==> src/rtl/dual_wdt_pkg.sv <==
package dual_wdt_pkg;
  typedef enum logic {
    MODE_TIMER = 1'b0,
    MODE_WDOG  = 1'b1
  } wdt_mode_e;
endpackage

==> src/rtl/dual_wdt_regs.sv <==
module dual_wdt_regs
  import dual_wdt_pkg::*;
#(
  parameter int unsigned CNT_W  = 7,
  parameter int unsigned CTL_W  = 8,
  parameter int unsigned EN_BIT = 5
) (
  input  logic             clk_i,
  input  logic             rst_ni,
  input  logic             ctl_we_i,
  input  logic [CTL_W-1:0] ctl_wdata_i,
  input  logic             cmp_we_i,
  input  logic [CNT_W:0]   cmp_wdata_i,
  output wdt_mode_e        mode_o,
  output logic [CNT_W-1:0] cmp_o,
  output logic             clr_o
);
  wdt_mode_e        mode_q;
  logic [CNT_W-1:0] cmp_q;

  always_ff @(posedge clk_i or negedge rst_ni) begin
    if (!rst_ni) begin
      mode_q <= MODE_TIMER;
      cmp_q  <= '1;
    end else begin
      if (ctl_we_i) mode_q <= wdt_mode_e'(ctl_wdata_i[EN_BIT]);
      if (cmp_we_i) cmp_q  <= cmp_wdata_i[CNT_W-1:0];
    end
  end

  // top data bit is a strobe, never stored
  assign clr_o  = cmp_we_i & cmp_wdata_i[CNT_W];
  assign mode_o = mode_q;
  assign cmp_o  = cmp_q;
endmodule

==> src/rtl/dual_wdt_cnt.sv <==
module dual_wdt_cnt #(
  parameter int unsigned CNT_W = 7
) (
  input  logic             clk_i,
  input  logic             rst_ni,
  input  logic             tick_i,
  input  logic             stop_i,
  input  logic             clr_i,
  input  logic [CNT_W-1:0] cmp_i,
  output logic [CNT_W-1:0] cnt_o,
  output logic             match_o
);
  localparam logic [CNT_W-1:0] ONE = CNT_W'(1);

  logic [CNT_W-1:0] cnt_q;
  logic             adv;
  logic             hit;

  always_comb begin
    adv = tick_i & ~stop_i & ~clr_i;
    // limit 0 behaves as a period of one tick
    hit = (cmp_i == '0) ? (cnt_q == '0) : ((cnt_q + ONE) == cmp_i);
    match_o = adv & hit;
  end

  always_ff @(posedge clk_i or negedge rst_ni) begin
    if (!rst_ni)                cnt_q <= '0;
    else if (clr_i || match_o)  cnt_q <= '0;
    else if (adv)               cnt_q <= cnt_q + ONE;
  end

  assign cnt_o = cnt_q;
endmodule

==> src/rtl/dual_wdt_evt.sv <==
module dual_wdt_evt
  import dual_wdt_pkg::*;
#(
  parameter int unsigned PULSE_LEN = 4
) (
  input  logic      clk_i,
  input  logic      rst_ni,
  input  logic      match_i,
  input  wdt_mode_e mode_i,
  input  logic      subclk_i,
  input  logic      irq_clr_i,
  output logic      irq_o,
  output logic      rst_req_o,
  output logic      osc_on_o
);
  localparam int unsigned PW = $clog2(PULSE_LEN + 1);
  localparam logic [PW-1:0] LEN = PW'(PULSE_LEN);
  localparam logic [PW-1:0] ONE = PW'(1);

  logic          irq_q;
  logic [PW-1:0] pulse_q;
  logic          osc_q;
  logic          wdog_hit;

  assign wdog_hit = match_i & (mode_i == MODE_WDOG);

  always_ff @(posedge clk_i or negedge rst_ni) begin
    if (!rst_ni) begin
      irq_q   <= 1'b0;
      pulse_q <= '0;
      osc_q   <= 1'b0;
    end else begin
      // set wins over clear
      if (match_i && mode_i == MODE_TIMER) irq_q <= 1'b1;
      else if (irq_clr_i)                  irq_q <= 1'b0;
      if (wdog_hit) begin
        pulse_q <= LEN;
        osc_q   <= subclk_i;
      end else if (pulse_q != '0) begin
        pulse_q <= pulse_q - ONE;
      end
    end
  end

  assign irq_o     = irq_q;
  assign rst_req_o = (pulse_q != '0);
  assign osc_on_o  = rst_req_o & osc_q;
endmodule

==> src/rtl/dual_wdt.sv <==
module dual_wdt
  import dual_wdt_pkg::*;
#(
  parameter int unsigned CNT_W     = 7,
  parameter int unsigned CTL_W     = 8,
  parameter int unsigned EN_BIT    = 5,
  parameter int unsigned PULSE_LEN = 4
) (
  input  logic             clk_i,
  input  logic             rst_ni,
  input  logic             ctl_we_i,
  input  logic [CTL_W-1:0] ctl_wdata_i,
  input  logic             cmp_we_i,
  input  logic [CNT_W:0]   cmp_wdata_i,
  input  logic             tick_i,
  input  logic             stop_i,
  input  logic             subclk_i,
  input  logic             irq_clr_i,
  output logic [CNT_W-1:0] cnt_o,
  output logic [CNT_W:0]   cmp_rd_o,
  output logic             irq_o,
  output logic             rst_req_o,
  output logic             osc_on_o
);
  wdt_mode_e        mode;
  logic [CNT_W-1:0] cmp;
  logic             clr;
  logic             match;

  dual_wdt_regs #(.CNT_W(CNT_W), .CTL_W(CTL_W), .EN_BIT(EN_BIT)) u_regs (
    .clk_i, .rst_ni, .ctl_we_i, .ctl_wdata_i, .cmp_we_i, .cmp_wdata_i,
    .mode_o(mode), .cmp_o(cmp), .clr_o(clr)
  );

  dual_wdt_cnt #(.CNT_W(CNT_W)) u_cnt (
    .clk_i, .rst_ni, .tick_i, .stop_i, .clr_i(clr), .cmp_i(cmp),
    .cnt_o, .match_o(match)
  );

  dual_wdt_evt #(.PULSE_LEN(PULSE_LEN)) u_evt (
    .clk_i, .rst_ni, .match_i(match), .mode_i(mode), .subclk_i, .irq_clr_i,
    .irq_o, .rst_req_o, .osc_on_o
  );

  assign cmp_rd_o = {1'b0, cmp};
endmodule

==> config.mk <==
export PLATFORM = sky130hd
export DESIGN_NAME = dual_wdt
export DESIGN_NICKNAME = d
export VERILOG_FILES = /design/src/rtl/dual_wdt_pkg.sv /design/src/rtl/dual_wdt_regs.sv /design/src/rtl/dual_wdt_cnt.sv /design/src/rtl/dual_wdt_evt.sv /design/src/rtl/dual_wdt.sv
export SDC_FILE = /design/constraint.sdc
export NUM_CORES = 1
export LEC_CHECK = 0
export BUFFER_PORTS_ARGS = -buffer_cell sky130_fd_sc_hd__buf_2
export CAP_MARGIN = 15
export CORE_MARGIN = 3
export CORE_UTILIZATION = 45
export DETAILED_ROUTE_END_ITERATION = 8
export GPL_TIMING_DRIVEN = 0
export PLACE_DENSITY = 0.74
export SLEW_MARGIN = 30
export SYNTH_ARGS = -nofsm -noshare
export SYNTH_HDL_FRONTEND = slang
export SYNTH_SLANG_ARGS = --single-unit
==> constraint.sdc <==
create_clock -name clk_i -period 5.9 [get_ports clk_i]
set_input_delay 0.885 -clock clk_i [delete_from_list [all_inputs] [get_ports clk_i]]
set_output_delay 0.885 -clock clk_i [all_outputs]
set_load 0.02 [all_outputs]
==> impl_metrics.toml, run 1 <==
[sta]
tns_ns = 0
max_freq_mhz = 423
post-route-period-util_pct = 40.1
rsz0062_at_grt = "false"
finClkSkew_ns = 0.00559
fin_crit_ns = 2.36
timing.final.ws_setup_ns = 3.54
setup_viol = 0
hold_viol = 0
slew_violations = 0

[synthesis]
synth_seq_cells = 20
synth_warnings = 0
syn_avg_cell_area_um2 = 10.3
synth_nets = 140
synth_cell_types = 35
syn-cell-area_mm2 = 0.00116
seq_area_frac_synth_pct = 44.0
syn_inst = 112

[final_layout]
layout_common_cells = "buf_2 (33), dfrtp_1 (13), xnor2_1 (12)"
synthToLayoutAreaGrowth_pct = 20.0
fillers = 209
post-route-util_pct = 60.0
drive_gt1_share_pct = 41.2
antennaDiodeCount = 0
mostFrequentLayoutCell = "buf_2"
final_nets = 177

[cts]
numClockSinks = 20
cts_tree = "yes"
cts_buffers = 3
clock_latency_ns = 0.30
cts-root-buf = "clkbuf_4"
clk_pin_slew_ns = 0.10
post-cts-setup-buffer-count = 0
cts_max_level = 1
cts_max_path_buffers = 2
cts_resized = 0
ctsHoldBuffers = 0

[job]
drv_cap = 0

[floorplanning]
floorplan.initialDensity_pct = 50.0
die_area_mm2 = 0.00322
core_mm2 = 0.00232
num_rows = 17
dieHeight_um = 56.7
die_w_um = 56.7
ios = 42

[placed_design]
dp_hpwl_um = 1940
place.gp.congestion = 0.852
dp_slack_ns = 3.51
io_buffers = 32

[power]
ir_worst_vdd_v = 0.000266
swShare_pct = 32.6
combPwrFrac_pct = 30.7
powerDensity_mw_per_mm2 = 267
clockPowerShare_pct = 21.4
power.switching_mw = 0.121
p_int_mw = 0.250
seqPwrFrac_pct = 47.9
leakagePower_nw = 0.646

[detailed_routing]
viasPerCell = 5.30
ant_nets = 0
first_pass_iters = 4
drc_errors = 0
drt_iter0_markers = 25
wl_per_cell_um = 13.9
routed_wl_um = 2450
vias = 932

[global_route]
grt_usage_pct = 16.4
grt_pass1_vias = 911
gr-total-overflow = 0
grt_max_degree = 21
grt_pass1_wl_um = 4120
antenna_found_initial = 0

[worst_setup_path]
path_max_fanout = 6
cp-start-kind = "register"
worstSetupStartpoint = "u_cnt.cnt_o[0]"
end_kind = "register"
r2r.worst_path.cells = 7
cp.required_ns = 6.10
worst-setup-path-type = "reg2reg"
r2r_start = "u_cnt.cnt_o[0]"
reg2reg_to = "u_evt.osc_q"
crit_arrival_ns = 2.56
reg2reg_slack_ns = 3.54

[outcome]
outcome = "complete, no violations"

[min_path]
hold_depth = 2
worstHoldStart = "u_evt.irq_o"
whs_endpoint = "u_evt.irq_o"
hold_class = "reg2reg"
## flip-flops by register name, indices dropped and copies added, names as in the netlist
name / cells
u_cnt.cnt_o: 7
u_evt.irq_o: 1
u_evt.osc_q: 1
u_evt.pulse_q: 3
u_regs.cmp_o: 7
u_regs.mode_o: 1
## worst max-delay path by stage
stage	end	slack (ns)	cells after the start
6_report	u_evt.osc_q	3.54	7
5_1_grt	u_evt.osc_q	3.39	7
4_1_cts	u_evt.osc_q	3.55	7
3_5_place_dp	u_evt.osc_q	3.51	7
3_3_place_gp	u_evt.osc_q	3.54	7
2_1_floorplan	u_evt.osc_q	3.68	7
## stage by stage
step	instance area [um2]	hold WS (ns)	std cells	total power, mW
after floorplan	1160	0.472	112	0.262
after global placement	1350	0.465	172	0.291
after detailed placement	1350	0.469	172	0.296
after CTS	1390	0.502	176	0.377
after global routing	1390	0.512	176	0.397
final	1390	0.494	176	0.371
## critical path: stages, from the launching register on
cell       delay [ns]
dfrtp_1          0.46
inv_1            0.11
ha_1             0.32
xor2_1           0.17
nor4_1           0.34
o2111ai_2        0.24
a21oi_2          0.29
mux2_4           0.32
## Yosys cell counts
cell type	n	area share, %
a21oi_2	1	0.76
a211oi_1	1	0.65
nand2_1	5	1.6
nand2b_1	3	1.6
dfrtp_1	13	28
nor3_1	10	4.3
clkbuf_1	2	0.65
nor2b_1	1	0.54
and2_1	2	1.1
buf_2	1	0.43
dfstp_2	7	16
mux2_4	1	1.3
nor4_1	1	0.54
a211o_1	1	0.76
and2_4	1	0.76
inv_1	7	2.3
nor2_1	8	2.6
nor4_2	1	1.1
conb_1	1	0.32
nor4b_1	1	0.76
or4_1	1	0.65
o221a_2	1	0.97
xnor2_1	12	9.1
mux2_2	6	5.8
ha_1	4	4.3
a21oi_1	1	0.43
buf_4	2	1.3
o41ai_2	1	1.4
nand3_1	4	1.7
nor3b_1	1	0.65
a31o_2	2	1.5
o2111ai_2	1	1.3
o21ai_0	3	1.3
and3_1	1	0.54
xor2_1	4	3.0
## cell families (layout without fill, tap and decap cells)
group,count (synthesis),after routing,share of synthesized area (%)
DFF,20,20,44.0
other,1,1,0.324
adders and majority gates,4,4,4.32
xor gates and xnor gates,16,16,12.1
AOI/OAI and AO/OA,12,12,9.07
buffers and inverters,12,48,4.64
and+or+nand+nor,40,40,18.5
muxes,7,7,7.13
## power groups by stage
stage / registers [mW] / clock network [mW] / logic [mW]
floorplan: 0.187 / 0 / 0.0756
global placement: 0.180 / 0 / 0.111
detailed placement: 0.181 / 0 / 0.115
CTS: 0.178 / 0.0836 / 0.116
global route: 0.181 / 0.0874 / 0.128
finish: 0.178 / 0.0794 / 0.114
## per-layer routing
| layer | up-vias | GRT usage (%) | wire length (um) |
|---|---|---|---|
| met5 | - | 0 | 0 |
| met4 | 0 | 4.97 | 33 |
| met3 | 5 | 2.99 | 160 |
| met2 | 32 | 27.7 | 1190 |
| met1 | 441 | 21.2 | 1070 |
| li1 | 454 | - | - |
## area by class of cell
cell class	count	area [um2]	area share, %
Multi-Input combinational cell	80	596	42.8
Sequential cell	20	509	36.6
Timing Repair Buffer	32	160	11.5
Clock buffer	4	36.3	2.61
Tap cell	28	35.0	2.52
Buffer	5	27.5	1.98
Inverter	7	26.3	1.89
No activity file was read; power rests on OpenSTA's default activity.
==> run 2: changes to the inputs <==
==> constraint.sdc (replaced) <==
create_clock -name clk_i -period 2.4 [get_ports clk_i]
set_input_delay 0.36 -clock clk_i [delete_from_list [all_inputs] [get_ports clk_i]]
set_output_delay 0.36 -clock clk_i [all_outputs]
set_load 0.02 [all_outputs]
==> impl_metrics.toml, run 2 (synthesized netlist as in run 1, its figures left out) <==
[outcome]
outcome = "complete, no violations"

[final_layout]
multiInputGateArea_um2 = 613
synthToLayoutAreaGrowth_pct = 22.4
layout_common_cells = "buf_2 (33), dfrtp_1 (13), xnor2_1 (12)"
fillers = 208
antennaDiodeCount = 0
drive_gt1_share_pct = 42.3
final_nets = 178
ff_latch_area_um2 = 509
mostFrequentLayoutCell = "buf_2"

[cts]
clk_pin_slew_ns = 0.11
cts_tree = "yes"
cts_buffers = 3
clock_latency_ns = 0.30
cts_max_level = 1
post-cts-setup-buffer-count = 0
cts_max_path_buffers = 2
numClockSinks = 20
cts-root-buf = "clkbuf_4"

[global_route]
grt_usage_pct = 16.5
grt_pass1_vias = 919
antenna_found_initial = 0
grt_max_degree = 21
grt_pass1_wl_um = 4150
gr-total-overflow = 0

[worst_setup_path]
cp-start-kind = "register"
worst-setup-path-type = "reg2reg"
end_kind = "register"
crit_arrival_ns = 2.44
worstSetupStartpoint = "u_cnt.cnt_o[0]"
path_max_fanout = 6
r2r_start = "u_cnt.cnt_o[0]"
cp.required_ns = 2.60

[sta]
finClkSkew_ns = 0.00578
tns_ns = 0
slew_violations = 0
rsz0062_at_grt = "false"
hold_viol = 0
hold_slack_ns = 0.240
setup_viol = 0
max_freq_mhz = 446
post-route-period-util_pct = 93.4
fin_crit_ns = 2.24

[power]
ir_worst_vdd_v = 0.000655
leakagePower_nw = 0.651
powerDensity_mw_per_mm2 = 649

[detailed_routing]
drc_errors = 0
ant_nets = 0
vias = 936
drt_iter0_markers = 23
wl_per_cell_um = 14.0
first_pass_iters = 4
viasPerCell = 5.29
routed_wl_um = 2480

[placed_design]
place.gp.congestion = 0.852
dp_hpwl_um = 1940
io_buffers = 32

[floorplanning]
core_mm2 = 0.00232
dieHeight_um = 56.7
num_rows = 17
die_area_mm2 = 0.00322
floorplan.initialDensity_pct = 50.0
ios = 42
die_w_um = 56.7

[job]
drv_cap = 0

[min_path]
hold_class = "in2reg"
worstHoldStart = "ctl_we_i"
[run 2: cell count changes in the layout (fill, tap and decap cells not counted)]
cell           previous run  this run
dlygate4sd3_1             0         1
nor4_2                    1         2
a21oi_1                   1         0
nor4_1                    1         0
a21oi_4                   0         1
[run 2: path summary, 6_finish.rpt]
check,to,slack [ns],depth (start not counted)
worst max-delay path,u_evt.osc_q,0.16,7
worst min-delay path,u_regs.mode_o,0.24,2
worst max register to register,u_evt.osc_q,0.16,7
worst min register to register,u_evt.irq_o,0.49,2
max in group asynchronous,u_regs.cmp_o[1],1.55,2
min in group asynchronous,u_cnt.cnt_o[1],0.52,2
[run 2: repair_timing]
item | CTS | global route
setup endpoints to repair | 0 | 6
endpoints found under the hold margin | 13 | 0
hold buffers | 1 | 0
gates resized for setup | 0 | 3
[run 2: metrics by stage]
step | power (mW) | util [%] | cells | setup WS [ns] | area (um2)
after floorplan | 0.645 | - | 112 | 0.183 | 1160
after global placement | 0.714 | 58.4 | 172 | 0.0658 | 1350
after detailed placement | 0.726 | 58.4 | 172 | 0.0738 | 1350
after CTS | 0.929 | 60.4 | 177 | 0.0482 | 1400
after global routing | 0.981 | 61.1 | 177 | 0.00742 | 1420
final | 0.920 | 61.1 | 177 | 0.158 | 1420
[run 2: layout make-up]
| cell class | instances | area share (%) |
|---|---|---|
| Multi-Input combinational cell | 80 | 43.2 |
| Sequential cell | 20 | 35.9 |
| Timing Repair Buffer | 33 | 12.0 |
| Clock buffer | 4 | 2.56 |
| Tap cell | 28 | 2.47 |
| Buffer | 5 | 1.94 |
| Inverter | 7 | 1.85 |
[run 2: worst max-delay path: stages (launching register included)]
cell and delay [ns]:
dfrtp_1 0.47, inv_1 0.11, ha_1 0.33, xor2_1 0.18, nor4_2 0.25, o2111ai_2 0.25, a21oi_4 0.24, mux2_4 0.32
[run 2: per-layer routing]
metal | share of wire (%) | wire length [um] | global-route usage (%) | vias to the layer above
li1 | - | - | - | 456
met1 | 43 | 1070 | 21.4 | 446
met2 | 49 | 1210 | 28.1 | 32
met3 | 6.7 | 167 | 2.76 | 2
met4 | 1.0 | 26 | 4.97 | 0
met5 | 0 | 0 | 0 | -
[run 2: power by group]
group          total [mW]  internal [mW]  switching, mW
sequential          0.438          0.395         0.0421
combinational       0.286          0.130          0.156
clock               0.196         0.0926          0.103
total               0.920          0.619          0.302
==> run 3: changes to the inputs <==
--- a/config.mk
+++ b/config.mk
@@ -12,6 +12,7 @@
 export DETAILED_ROUTE_END_ITERATION = 8
 export GPL_TIMING_DRIVEN = 0
 export PLACE_DENSITY = 0.74
+export SETUP_SLACK_MARGIN = 0.4
 export SLEW_MARGIN = 30
 export SYNTH_ARGS = -nofsm -noshare
 export SYNTH_HDL_FRONTEND = slang
==> impl_metrics.toml, run 3 (synthesized netlist as in run 1, its figures left out) <==
[final_layout]
fin_cells = 184
multiInputGateArea_um2 = 689
final_nets = 185
antennaDiodeCount = 0
mostFrequentLayoutCell = "buf_2"
synthToLayoutAreaGrowth_pct = 33.9
drive_gt1_share_pct = 53.2
layout_common_cells = "buf_2 (33), xnor2_1 (11), nor3_1 (10), dfrtp_1 (10), buf_4 (9)"
fillers = 178
ff_latch_area_um2 = 513

[global_route]
met1_usage_pct = 21.6
grt_pass1_vias = 927
grt_usage_pct = 16.3
grt-busiest-layer = "met2"
grt_pass1_wl_um = 4060
grt_max_degree = 21
gr-total-overflow = 0
use_met2_pct = 25.4
use_met3_pct = 2.76
antenna_found_initial = 0

[job]
drv_cap = 0

[floorplanning]
num_rows = 17
core_mm2 = 0.00232
die_w_um = 56.7
ios = 42
die_area_mm2 = 0.00322
dieHeight_um = 56.7
floorplan.initialDensity_pct = 50.0

[worst_setup_path]
end_kind = "register"
cp-start-kind = "register"
cp.required_ns = 2.61
worst-setup-path-type = "reg2reg"
path_max_fanout = 5
crit_arrival_ns = 2.23

[cts]
clock_latency_ns = 0.31
cts-root-buf = "clkbuf_4"
cts_max_path_buffers = 2
clk_pin_slew_ns = 0.12
numClockSinks = 20
cts_max_level = 1
cts_buffers = 3
cts_tree = "yes"

[sta]
fin_crit_ns = 2.02
tns_ns = 0
rsz0062_at_grt = "true"
max_freq_mhz = 495
post-route-period-util_pct = 84.1
slew_violations = 0
hold_slack_ns = 0.224
hold_viol = 0
finClkSkew_ns = 0.00507
setup_viol = 0

[power]
ir_worst_vdd_v = 0.000455
leakagePower_nw = 0.697
powerDensity_mw_per_mm2 = 640

[placed_design]
io_buffers = 32
dp_hpwl_um = 1820
place.gp.congestion = 0.823
dp.cells = 172

[detailed_routing]
viasPerCell = 5.20
first_pass_iters = 4
drt_iter0_markers = 28
drc_errors = 0
ant_nets = 0
wl_per_cell_um = 14.2
vias = 957
routed_wl_um = 2610

[outcome]
outcome = "complete, no violations"

[min_path]
hold_class = "in2reg"
-- run 3: timing repair --
| item | in CTS | in global routing |
|---|---|---|
| setup buffers | 2 | 5 |
| pin swaps | 3 | 10 |
| endpoints found under the hold margin | 13 | 0 |
| gates resized for setup | 5 | 8 |
| setup endpoints to repair | 5 | 10 |
| hold buffers | 1 | 0 |
-- run 3: layout make-up --
cell class                 instances  share of cell area [%]
buffer                             5                    1.85
clock buffer                       4                    2.34
inverter                           7                    1.69
multi-input combinational         80                    44.4
sequential                        20                    33.1
tap                               28                    2.26
timing repair buffer              40                    14.4
-- run 3: per-layer routing --
layer	part of all wire, %	up-vias
li1	-	470
met4	2.0	0
met2	48	27
met3	5.6	5
met5	0	-
met1	44	455
-- run 3: worst max-delay path, cell delays in order (launching register included) --
cell	delay [ns]
dfrtp_2	0.48
inv_2	0.10
ha_4	0.21
xor2_2	0.15
nor4_4	0.25
o2111ai_4	0.18
a21oi_2	0.22
mux2_4	0.31
-- run 3: worst paths after layout --
| path | from | to | slack [ns] | depth (start not counted) |
|---|---|---|---|---|
| min in group asynchronous | rst_ni | u_cnt.cnt_o[1] | 0.51 | 2 |
| hold / removal | ctl_we_i | u_regs.mode_o | 0.22 | 2 |
| max in group asynchronous | rst_ni | u_regs.cmp_o[6] | 1.56 | 2 |
| setup / recovery | u_cnt.cnt_o[0] | u_evt.osc_q | 0.38 | 7 |
| setup reg to reg | u_cnt.cnt_o[0] | u_evt.osc_q | 0.38 | 7 |
| hold reg to reg | u_evt.irq_o | u_evt.irq_o | 0.51 | 2 |
-- run 3: per-stage QoR --
stage / setup WS (ns) / instance area, um2 / power [mW] / util, %
finish: 0.381 / 1550 / 0.993 / 66.9
global route: 0.317 / 1550 / 1.06 / 66.9
CTS: 0.348 / 1460 / 0.946 / 62.9
detailed placement: 0.283 / 1370 / 0.733 / 59.1
global placement: 0.282 / 1370 / 0.720 / 59.1
floorplan: 0.401 / 1180 / 0.653 / -
-- run 3: where the power goes --
part	internal (mW)	switching, mW	leakage [nW]
combinational	0.167	0.183	0.436
clock	0.0929	0.110	0.0210
sequential	0.396	0.0442	0.240
